**src/rtl/wdog_pkg.sv**
```systemverilog
package wdog_pkg;

    localparam int WORD_W     = 32;
    localparam int DIV_W      = 18;
    localparam int BIT_RUN    = 18;
    localparam int BIT_RST_EN = 21;
    localparam int BIT_CLK_EN = 24;
    localparam int BIT_DIV_EN = 25;
    localparam int CNT_SHIFT  = 16;

    localparam logic [3:0] OFF_CTRL    = 4'h0;
    localparam logic [3:0] OFF_TCNT    = 4'h8;
    localparam logic [3:0] OFF_RESTART = 4'hC;

    typedef struct packed {
        logic             div_en;
        logic             clk_en;
        logic             rst_en;
        logic             run;
        logic [DIV_W-1:0] divisor;
    } ctrl_t;

    typedef enum logic {
        PS_IDLE  = 1'b0,
        PS_PULSE = 1'b1
    } pulse_state_e;

    function automatic ctrl_t ctrl_from_word(input logic [WORD_W-1:0] w);
        ctrl_t c;
        c.divisor = w[DIV_W-1:0];
        c.run     = w[BIT_RUN];
        c.rst_en  = w[BIT_RST_EN];
        c.clk_en  = w[BIT_CLK_EN];
        c.div_en  = w[BIT_DIV_EN];
        return c;
    endfunction

    function automatic logic [WORD_W-1:0] ctrl_to_word(input ctrl_t c);
        logic [WORD_W-1:0] w;
        w             = '0;
        w[DIV_W-1:0]  = c.divisor;
        w[BIT_RUN]    = c.run;
        w[BIT_RST_EN] = c.rst_en;
        w[BIT_CLK_EN] = c.clk_en;
        w[BIT_DIV_EN] = c.div_en;
        return w;
    endfunction

endpackage

```
**src/rtl/wdog_prescaler.sv**
```systemverilog
module wdog_prescaler
    import wdog_pkg::*;
(
    input  logic             clk,
    input  logic             rst,
    input  logic             active,
    input  logic             clear,
    input  logic [DIV_W-1:0] divisor,
    output logic             tick
);
    logic [DIV_W-1:0] phase_q;
    logic [DIV_W-1:0] last;

    // zero divisor behaves as divide-by-one
    assign last = (divisor == '0) ? '0 : divisor - 1'b1;
    assign tick = active && (phase_q >= last);

    always_ff @(posedge clk) begin
        if (rst || clear) begin
            phase_q <= '0;
        end else if (active) begin
            phase_q <= (phase_q >= last) ? '0 : phase_q + 1'b1;
        end
    end
endmodule

```
**src/rtl/wdog_counter.sv**
```systemverilog
module wdog_counter #(
    parameter int CNT_W = 16
) (
    input  logic             clk,
    input  logic             rst,
    input  logic             tick,
    input  logic             run,
    input  logic             limit_wr,
    input  logic [CNT_W-1:0] limit_wdata,
    input  logic             zero_req,
    output logic [CNT_W-1:0] limit,
    output logic [CNT_W-1:0] elapsed,
    output logic             at_limit
);
    logic [CNT_W-1:0] limit_q;
    logic [CNT_W-1:0] elapsed_q;

    always_ff @(posedge clk) begin
        if (rst) begin
            limit_q   <= '0;
            elapsed_q <= '0;
        end else begin
            if (limit_wr) begin
                limit_q <= limit_wdata;
            end
            if (zero_req) begin
                elapsed_q <= '0;
            end else if (limit_wr) begin
                if (elapsed_q > limit_wdata) begin
                    elapsed_q <= limit_wdata;
                end
            end else if (tick && run && (elapsed_q < limit_q)) begin
                elapsed_q <= elapsed_q + 1'b1;
            end
        end
    end

    assign limit    = limit_q;
    assign elapsed  = elapsed_q;
    assign at_limit = (elapsed_q == limit_q);
endmodule

```
**src/rtl/wdog_pulse.sv**
```systemverilog
module wdog_pulse
    import wdog_pkg::*;
#(
    parameter int PULSE_LEN = 16
) (
    input  logic clk,
    input  logic rst,
    input  logic fire,
    output logic pulse,
    output logic done
);
    localparam int PW = (PULSE_LEN > 1) ? $clog2(PULSE_LEN) : 1;
    localparam logic [PW-1:0] LAST = PW'(PULSE_LEN - 1);

    pulse_state_e state_q;
    logic [PW-1:0] len_q;

    assign pulse = (state_q == PS_PULSE);
    assign done  = pulse && (len_q == LAST);

    always_ff @(posedge clk) begin
        if (rst) begin
            state_q <= PS_IDLE;
            len_q   <= '0;
        end else begin
            case (state_q)
                PS_IDLE: begin
                    len_q <= '0;
                    if (fire) begin
                        state_q <= PS_PULSE;
                    end
                end
                PS_PULSE: begin
                    if (len_q == LAST) begin
                        state_q <= PS_IDLE;
                        len_q   <= '0;
                    end else begin
                        len_q <= len_q + 1'b1;
                    end
                end
                default: state_q <= PS_IDLE;
            endcase
        end
    end
endmodule

```
**src/rtl/wdog_timer.sv**
```systemverilog
module wdog_timer
    import wdog_pkg::*;
#(
    parameter int ADDR_W    = 4,
    parameter int CNT_W     = 16,
    parameter int PULSE_LEN = 16
) (
    input  logic              clk,
    input  logic              rst,
    input  logic              bus_wr,
    input  logic              bus_rd,
    input  logic [ADDR_W-1:0] bus_addr,
    input  logic [WORD_W-1:0] bus_wdata,
    output logic [WORD_W-1:0] bus_rdata,
    output logic              reset_out
);
    ctrl_t             ctrl_q;
    logic              sel_ctrl, sel_tcnt, sel_restart;
    logic              ctrl_wr, tcnt_wr, restart_wr;
    logic              tick, tick_active, presc_clear;
    logic [CNT_W-1:0]  limit, elapsed;
    logic              at_limit, fire, pulse_done, zero_req;
    logic [WORD_W-1:0] tcnt_word;
    logic [WORD_W-1:0] rdata_q;

    assign sel_ctrl    = (bus_addr == ADDR_W'(OFF_CTRL));
    assign sel_tcnt    = (bus_addr == ADDR_W'(OFF_TCNT));
    assign sel_restart = (bus_addr == ADDR_W'(OFF_RESTART));
    assign ctrl_wr     = bus_wr && sel_ctrl;
    assign tcnt_wr     = bus_wr && sel_tcnt;
    assign restart_wr  = bus_wr && sel_restart;

    always_ff @(posedge clk) begin
        if (rst) begin
            ctrl_q <= '0;
        end else if (ctrl_wr) begin
            ctrl_q <= ctrl_from_word(bus_wdata);
        end
    end

    assign tick_active = ctrl_q.clk_en && ctrl_q.div_en;
    assign presc_clear = ctrl_wr || !ctrl_q.div_en;

    wdog_prescaler u_presc (
        .clk     (clk),
        .rst     (rst),
        .active  (tick_active),
        .clear   (presc_clear),
        .divisor (ctrl_q.divisor),
        .tick    (tick)
    );

    assign zero_req = restart_wr || pulse_done;

    wdog_counter #(.CNT_W(CNT_W)) u_cnt (
        .clk         (clk),
        .rst         (rst),
        .tick        (tick),
        .run         (ctrl_q.run),
        .limit_wr    (tcnt_wr),
        .limit_wdata (bus_wdata[CNT_W-1:0]),
        .zero_req    (zero_req),
        .limit       (limit),
        .elapsed     (elapsed),
        .at_limit    (at_limit)
    );

    assign fire = ctrl_q.run && ctrl_q.rst_en && at_limit;

    wdog_pulse #(.PULSE_LEN(PULSE_LEN)) u_pulse (
        .clk   (clk),
        .rst   (rst),
        .fire  (fire),
        .pulse (reset_out),
        .done  (pulse_done)
    );

    always_comb begin
        tcnt_word                        = '0;
        tcnt_word[CNT_W-1:0]             = limit;
        tcnt_word[CNT_SHIFT +: CNT_W]    = elapsed;
    end

    always_ff @(posedge clk) begin
        if (rst) begin
            rdata_q <= '0;
        end else if (bus_rd) begin
            if (sel_ctrl) begin
                rdata_q <= ctrl_to_word(ctrl_q);
            end else if (sel_tcnt) begin
                rdata_q <= tcnt_word;
            end else begin
                rdata_q <= '0;
            end
        end else begin
            rdata_q <= '0;
        end
    end

    assign bus_rdata = rdata_q;
endmodule

```
**config.mk**
```make
export PLATFORM = sky130hd
export DESIGN_NAME = wdog_timer
export DESIGN_NICKNAME = d
export VERILOG_FILES = /design/src/rtl/wdog_pkg.sv /design/src/rtl/wdog_prescaler.sv /design/src/rtl/wdog_counter.sv /design/src/rtl/wdog_pulse.sv /design/src/rtl/wdog_timer.sv
export SDC_FILE = /design/constraint.sdc
export NUM_CORES = 1
export LEC_CHECK = 0
export BUFFER_PORTS_ARGS = -buffer_cell sky130_fd_sc_hd__buf_4
export CAP_MARGIN = 20
export CORE_MARGIN = 2
export CORE_UTILIZATION = 25
export DETAILED_ROUTE_END_ITERATION = 10
export GPL_TIMING_DRIVEN = 0
export SYNTH_ARGS = -nofsm -noshare
export SYNTH_HDL_FRONTEND = slang
export SYNTH_SLANG_ARGS = --single-unit
```
**constraint.sdc**
```tcl
create_clock -name clk -period 3.2 [get_ports clk]
set_clock_uncertainty 0.05 [all_clocks]
set_input_delay 0.32 -clock clk [delete_from_list [all_inputs] [get_ports clk]]
set_output_delay 0.32 -clock clk [all_outputs]
set_load 0.01 [all_outputs]
```
# ---- Word level (Yosys, flattened, before mapping)
# Index checks and enable logic that the tools add are counted.
dict set report word_totals {
  reg_bits 109
  out_inout_bits 33
  inputBits 40
  elab_cells 60
}
dict set report classes {
  reduce_logical 21
  eq_ne 5
  add_sub_neg 4
  magnitude_cmp 3
  bitwise 3
  n_mux 12
}
# op n
set ops {}
lappend ops {{two-way mux 26 bit} 2}
lappend ops {{two-way mux 16 bit} 3}
lappend ops {{two-way mux 18 bit} 2}
lappend ops {{adder 18 x 1 -> 18 bit (second input constant)} 1}
lappend ops {{>= comparator 18 bit} 1}
lappend ops {{zero test 18 bit} 1}
lappend ops {{subtractor 18 x 1 -> 18 bit (second input constant)} 1}
lappend ops {{adder 16 x 1 -> 16 bit (second input constant)} 1}
lappend ops {{equality test 16 bit} 1}
lappend ops {{greater-than comparator 16 bit} 1}
lappend ops {{less-than comparator 16 bit} 1}
lappend ops {{equality test 4 bit (second input constant)} 3}
lappend ops {{logical AND 1 bit} 10}
lappend ops {{one-hot mux 4 bit (2 select lines)} 1}
lappend ops {{adder 4 x 1 -> 4 bit (second input constant)} 1}
lappend ops {{zero test 4 bit} 1}
lappend ops {{two-way mux 4 bit} 1}
lappend ops {{OR reduction 2 bit} 2}
lappend ops {{OR reduction 4 bit} 1}
lappend ops {{logical OR 1 bit} 3}
lappend ops {{NOT 1 bit} 3}
lappend ops {{two-way mux 1 bit} 2}
lappend ops {{inequality test 2 x 1 -> 1 bit (second input constant)} 1}
lappend ops {{one-hot mux 1 bit (2 select lines)} 1}
lappend ops {{3 further kinds} 3}

# ---- Longest topological paths before layout
dict set report logic_depth {
  depth_word 8
  ltp_mapped 17
}

# ---- Modules after synthesis
# A second synthesis with hierarchy kept.
dict set report unflattened {
  hier_cells 707
  area_unflattened_um2 6022.0
}
# mod seq_area_each_um2 area_each_um2 cells_each n_inst
set modules_own_cells {}
lappend modules_own_cells {wdog_counter 640.6 2382.3 303 1}
lappend modules_own_cells {wdog_timer 1081.0 1846.8 179 1}
lappend modules_own_cells {wdog_prescaler 360.3 1606.5 205 1}
lappend modules_own_cells {wdog_pulse 100.1 186.4 20 1}

# ---- Least setup slack after synthesis
# Ideal clock, no wire load.
dict set report synth_path {
  path_kind {register -> register}
  start {register ctrl_q[2] (netlist bit)}
  end {register u_cnt.elapsed_q[0], in the netlist u_cnt.elapsed[0]}
  required_ps 3080
  synth_period_minus_slack_ps 3498
  path_stages_with_launch 17
  arrival_time_ps 3378
  path_slack_ps -298
  path_cell_list {dfxtp_1 or4_1 nor3_2 nand4_1 clkbuf_1 nand2_1 ha_1 a21o_1 a21oi_1 o221ai_1 a21oi_1 o31ai_1 a21bo_1 buf_6 buf_12 o21a_1 a21oi_2}
}
dict set report synth_between {
  elab_chain_len 8
  word_cells_on_any_way 9
}
# element line_no
set synth_rtl {}
lappend synth_rtl {{start: declaration} wdog_timer.sv:17} ;# ctrl_t ctrl_q;
lappend synth_rtl {{start signal: assignment} wdog_timer.sv:37} ;# ctrl_q <= ctrl_from_word(bus_wdata);
lappend synth_rtl {{subtractor 18 x 1 -> 18 bit / zero test 18 bit (equally long branches)} wdog_prescaler.sv:15} ;# assign last = (divisor == '0) ? '0 : divisor - 1'b1;
lappend synth_rtl {{two-way mux 18 bit *} wdog_prescaler.sv:15}
lappend synth_rtl {{>= comparator 18 bit *} wdog_prescaler.sv:16} ;# assign tick = active && (phase_q >= last);
lappend synth_rtl {{logical AND 1 bit *} wdog_prescaler.sv:16}
lappend synth_rtl {{logical AND 1 bit * (2 in a row)} wdog_counter.sv:32} ;# end else if (tick && run && (elapsed_q < limit_q)) begin
lappend synth_rtl {{nonzero test 2 bit (no source line) *} --}
lappend synth_rtl {{AND reduction 2 bit (no source line) *} --}
lappend synth_rtl {{end signal: assignment} wdog_counter.sv:30} ;# elapsed_q <= limit_wdata;
lappend synth_rtl {{end signal: assignment} wdog_counter.sv:33} ;# elapsed_q <= elapsed_q + 1'b1;
lappend synth_rtl {{end: declaration} wdog_counter.sv:16} ;# logic [CNT_W-1:0] elapsed_q;
# Mark *: on every way between the ends. The rest lies on a longest branch, timed or not.
# A chain may end at the register's enable or synchronous reset.

# ---- Worst setup path in the final report
dict set report layout_path {
  start {register ctrl_q[3] (netlist bit)}
  end {register u_cnt.elapsed_q[6], in the netlist u_cnt.elapsed[6]}
}
# The elaborated chain is that of the path after synthesis.

==> summary.txt <==
Mapped Avg Cell Area - 8.29 um2
Routed length per placed instance - 15.5 um
Initial drt markers - 327
Worst Setup EP - u_cnt.elapsed[6]
CP top delay family - compound AO/OA/AOI/OAI gates
Drc violations - 0
Worst hold stages - 3
GRT overflow - 0
Routed WL - 17300 um
Place WS - -0.797 ns
EDFF count, synth - 0
CP endpoint kind - register
Global-route wire length before repair - 26800 um
Final #Nets - 891
Seq/Total Area, Yosys - 37.4%
Share of post-route cells with drive strength above 1 - 21.5%
Hold WC Path Type - in2reg
Max frequency - 268 MHz
Period minus WS final - 3.73 ns
R2R setup slack - -0.53 ns
Max incr delay on CP - 0.55 ns
Slowest library cell on the worst path - or4_4
Design area - 7450 um2
Crit path from - ctrl_q[3]
Synth Flop Type - dfxtp_1
Buf/Inv on CP - 5
CP arrival - 3.90 ns
Worst EP required - 3.37 ns
Filler cells - 2422
Core region area - 22800 um2
Final WS setup - -0.525 ns
Yosys reg bits - 109
TritonCTS sink count - 109
Distinct cells, synth - 53
Final setup violation count - 34
Leakage - 2.90 nW
Post-synth ARST share - 0%
CTS Buf Count - 9
Antenna-violating nets left - 0
PD cells - 386 nW/um2
Hold Slack - 0.159 ns
Reg2Reg Depth - 18
Initial antenna violation count - 0
Worst-path cell chain - or4_4, nor3_4, buf_6, nand4_1, buf_6, clkbuf_16, nand2_4, ha_4, a21o_1, a21oi_2, o221ai_2, a21oi_2, o31ai_4, a21bo_1, buf_6, buf_12, mux2i_1, o21ai_1
Vias per cell - 4.67
Largest net degree at the start of global routing - 19
Max cap viols - 0
Final Max Slew Viols - 0
Ant diodes - 0
VDD IR max - 207 uV
Vias in the first global route - 4993
GP Congestion - 0.893
Failing checks - negative setup slack
Dpl hpwl - 13100 um
Area Growth Syn to Fin - 27.6%
CP startpoint kind - register
Longest Clk Path Bufs - 2
Combined area of all synthesized cells - 5840 um2
Final Hold Violating Endpoints - 0
Reg2Reg Capture Point - u_cnt.elapsed[6]
Worst-path clk slew - 0.08 ns
Width of the die - 157 um
Cells after synthesis - 704
R2r startpoint - ctrl_q[3]
Final Util - 32.7%
Crit path max fanout - 10
Placed instance area - 6760 um2
Slew @ Worst Pin - 0.807 ns
Clock Latency Late Sink - 0.36 ns
Worst path most repeated cell - buf_6
DR pass1 iterations - 5
Via Count - 5198
RSZ-0062 raised after global routing - yes
Synth warn - 0
H-tree depth - 3
Critical path class - reg2reg
Crit path depth - 18
Root buf cell - clkbuf_16
Total power - 2.88 mW
Initial Util - 25.6%
Die area - 24600 um2
Hold_buf cts - 0
CTS tree - yes
Standard-cell rows - 55
I/O pin cnt - 73
Port Buffers - 62
Final worst-path cycle share - 116%
Global-route usage over all layers - 14.1%
Status - finished with violations
Relative slew slack - 45.9%
Die Ht - 157 um
Syn_nets - 799
[registers in the layout, indices dropped and copies added, names as in the netlist]
name             flops
bus_rdata           32
ctrl_q              22
u_presc.phase_q     18
u_cnt.elapsed       16
u_cnt.limit         16
u_pulse.len_q        4
u_pulse.pulse        1
[cells in the mapped netlist (7+ instances only)]
| cell | n | share of area, % |
|---|---|---|
| o21ai_0 | 16 | 1.4 |
| xnor2_1 | 13 | 2.0 |
| xor2_1 | 20 | 3.0 |
| nor2_1 | 41 | 2.6 |
| nor3_1 | 12 | 1.0 |
| dfxtp_1 | 109 | 37 |
| nand2_1 | 139 | 8.9 |
| clkbuf_1 | 26 | 1.7 |
| a22o_1 | 22 | 3.3 |
| nand4_1 | 15 | 1.6 |
| o31ai_1 | 7 | 0.90 |
| a211oi_2 | 7 | 1.5 |
| a21oi_1 | 60 | 5.1 |
| nand3_1 | 29 | 2.5 |
| and2_1 | 12 | 1.3 |
| ha_1 | 55 | 12 |
| a21oi_2 | 8 | 1.2 |
| inv_1 | 40 | 2.6 |
[cells in the final DEF, fill, tap and decap left out, types with 3 or more instances in the layout]
| cell type | instances |
|---|---|
| a211oi_2 | 8 |
| a21o_1 | 4 |
| a21oi_1 | 55 |
| a21oi_2 | 13 |
| a22o_1 | 22 |
| and2_1 | 11 |
| and3_1 | 5 |
| buf_4 | 74 |
| buf_6 | 7 |
| clkbuf_1 | 23 |
| clkbuf_16 | 10 |
| dfxtp_1 | 107 |
| ha_1 | 49 |
| ha_4 | 5 |
| inv_1 | 40 |
| mux2i_1 | 5 |
| nand2_1 | 132 |
| nand2_2 | 6 |
| nand3_1 | 27 |
| nand3b_1 | 5 |
| nand4_1 | 15 |
| nor2_1 | 34 |
| nor2_2 | 6 |
| nor2_4 | 4 |
| nor2b_1 | 4 |
| nor3_1 | 9 |
| nor3_2 | 3 |
| o21ai_0 | 13 |
| o21ai_1 | 6 |
| o22ai_1 | 5 |
| o31ai_1 | 6 |
| or4_4 | 3 |
| xnor2_1 | 13 |
| xor2_1 | 20 |
[worst min path at each step]
stage                     startpoint               end  slack, ns
floorplan           u_pulse.len_q[0]  u_pulse.len_q[0]       0.37
global placement    u_pulse.len_q[0]  u_pulse.len_q[0]       0.38
detailed placement  u_pulse.len_q[0]  u_pulse.len_q[0]       0.39
CTS                    bus_wdata[16]        ctrl_q[16]       0.15
global route           bus_wdata[17]        ctrl_q[17]       0.16
finish                 bus_wdata[16]        ctrl_q[16]       0.16
[stage by stage]
stage / setup TNS (ns) / cells
finish: -12.88 / 1114
floorplan: -3.02 / 704
global route: -17.34 / 1114
CTS: -12.18 / 1111
global placement: -23.02 / 1079
detailed placement: -23.21 / 1079
[per-layer routing]
layer / GRT usage (%) / part of all wire, % / wire, um
met1: 18.1 / 46 / 8020
met2: 24.6 / 50 / 8580
met3: 2.71 / 2.9 / 501
met4: 3.15 / 1.0 / 172
met5: 0 / 0 / 0
[power by group]
| part | internal (mW) | total (mW) | switching, mW |
|---|---|---|---|
| logic | 0.155 | 0.348 | 0.193 |
| registers | 1.36 | 1.37 | 0.00745 |
| clock network | 0.612 | 1.16 | 0.549 |
[cell type report]
class	count	area (um2)	area share [%]
multi-input cells	525	3600	48.3
flip-flops and latches	109	2190	29.4
repair buffers	81	637	8.55
well taps	313	392	5.26
clock buffers	9	225	3.02
plain buffers	30	186	2.50
inverters	40	150	2.02
clock inverters	7	75.1	1.01
[logic make-up (layout without fill, tap and decap cells)]
group                    count (synthesis)  in the layout  share of synthesized area (%)
buffers and inverters                   70            167                           5.21
AND/OR/NAND/NOR                        286            286                           22.9
flip-flops                             109            109                           37.4
multiplexers                             5              5                          0.858
adder cells (fa/ha/maj)                 55             55                           11.8
XOR/XNOR                                33             33                           4.95
AO/OA/AOI/OAI                          146            146                           16.9
[worst reg2reg max path, delay by kind of cell (launching register included)]
family / cells / cell delay [ns]
adder cells (fa/ha/maj): 1 / 0.19
multiplexers: 1 / 0.14
buffers and inverters: 5 / 0.75
AND/OR/NAND/NOR: 4 / 0.97
flip-flops: 1 / 0.34
AO/OA/AOI/OAI: 7 / 1.12
[timing repair]
action | 4_1_cts | 5_1_grt
cloned | 2 | 0
setup endpoints to repair | 34 | 34
pin swaps | 18 | 1
setup buffers | 14 | 4
resized for setup | 23 | 32
(Power assumes the default switching activity.)
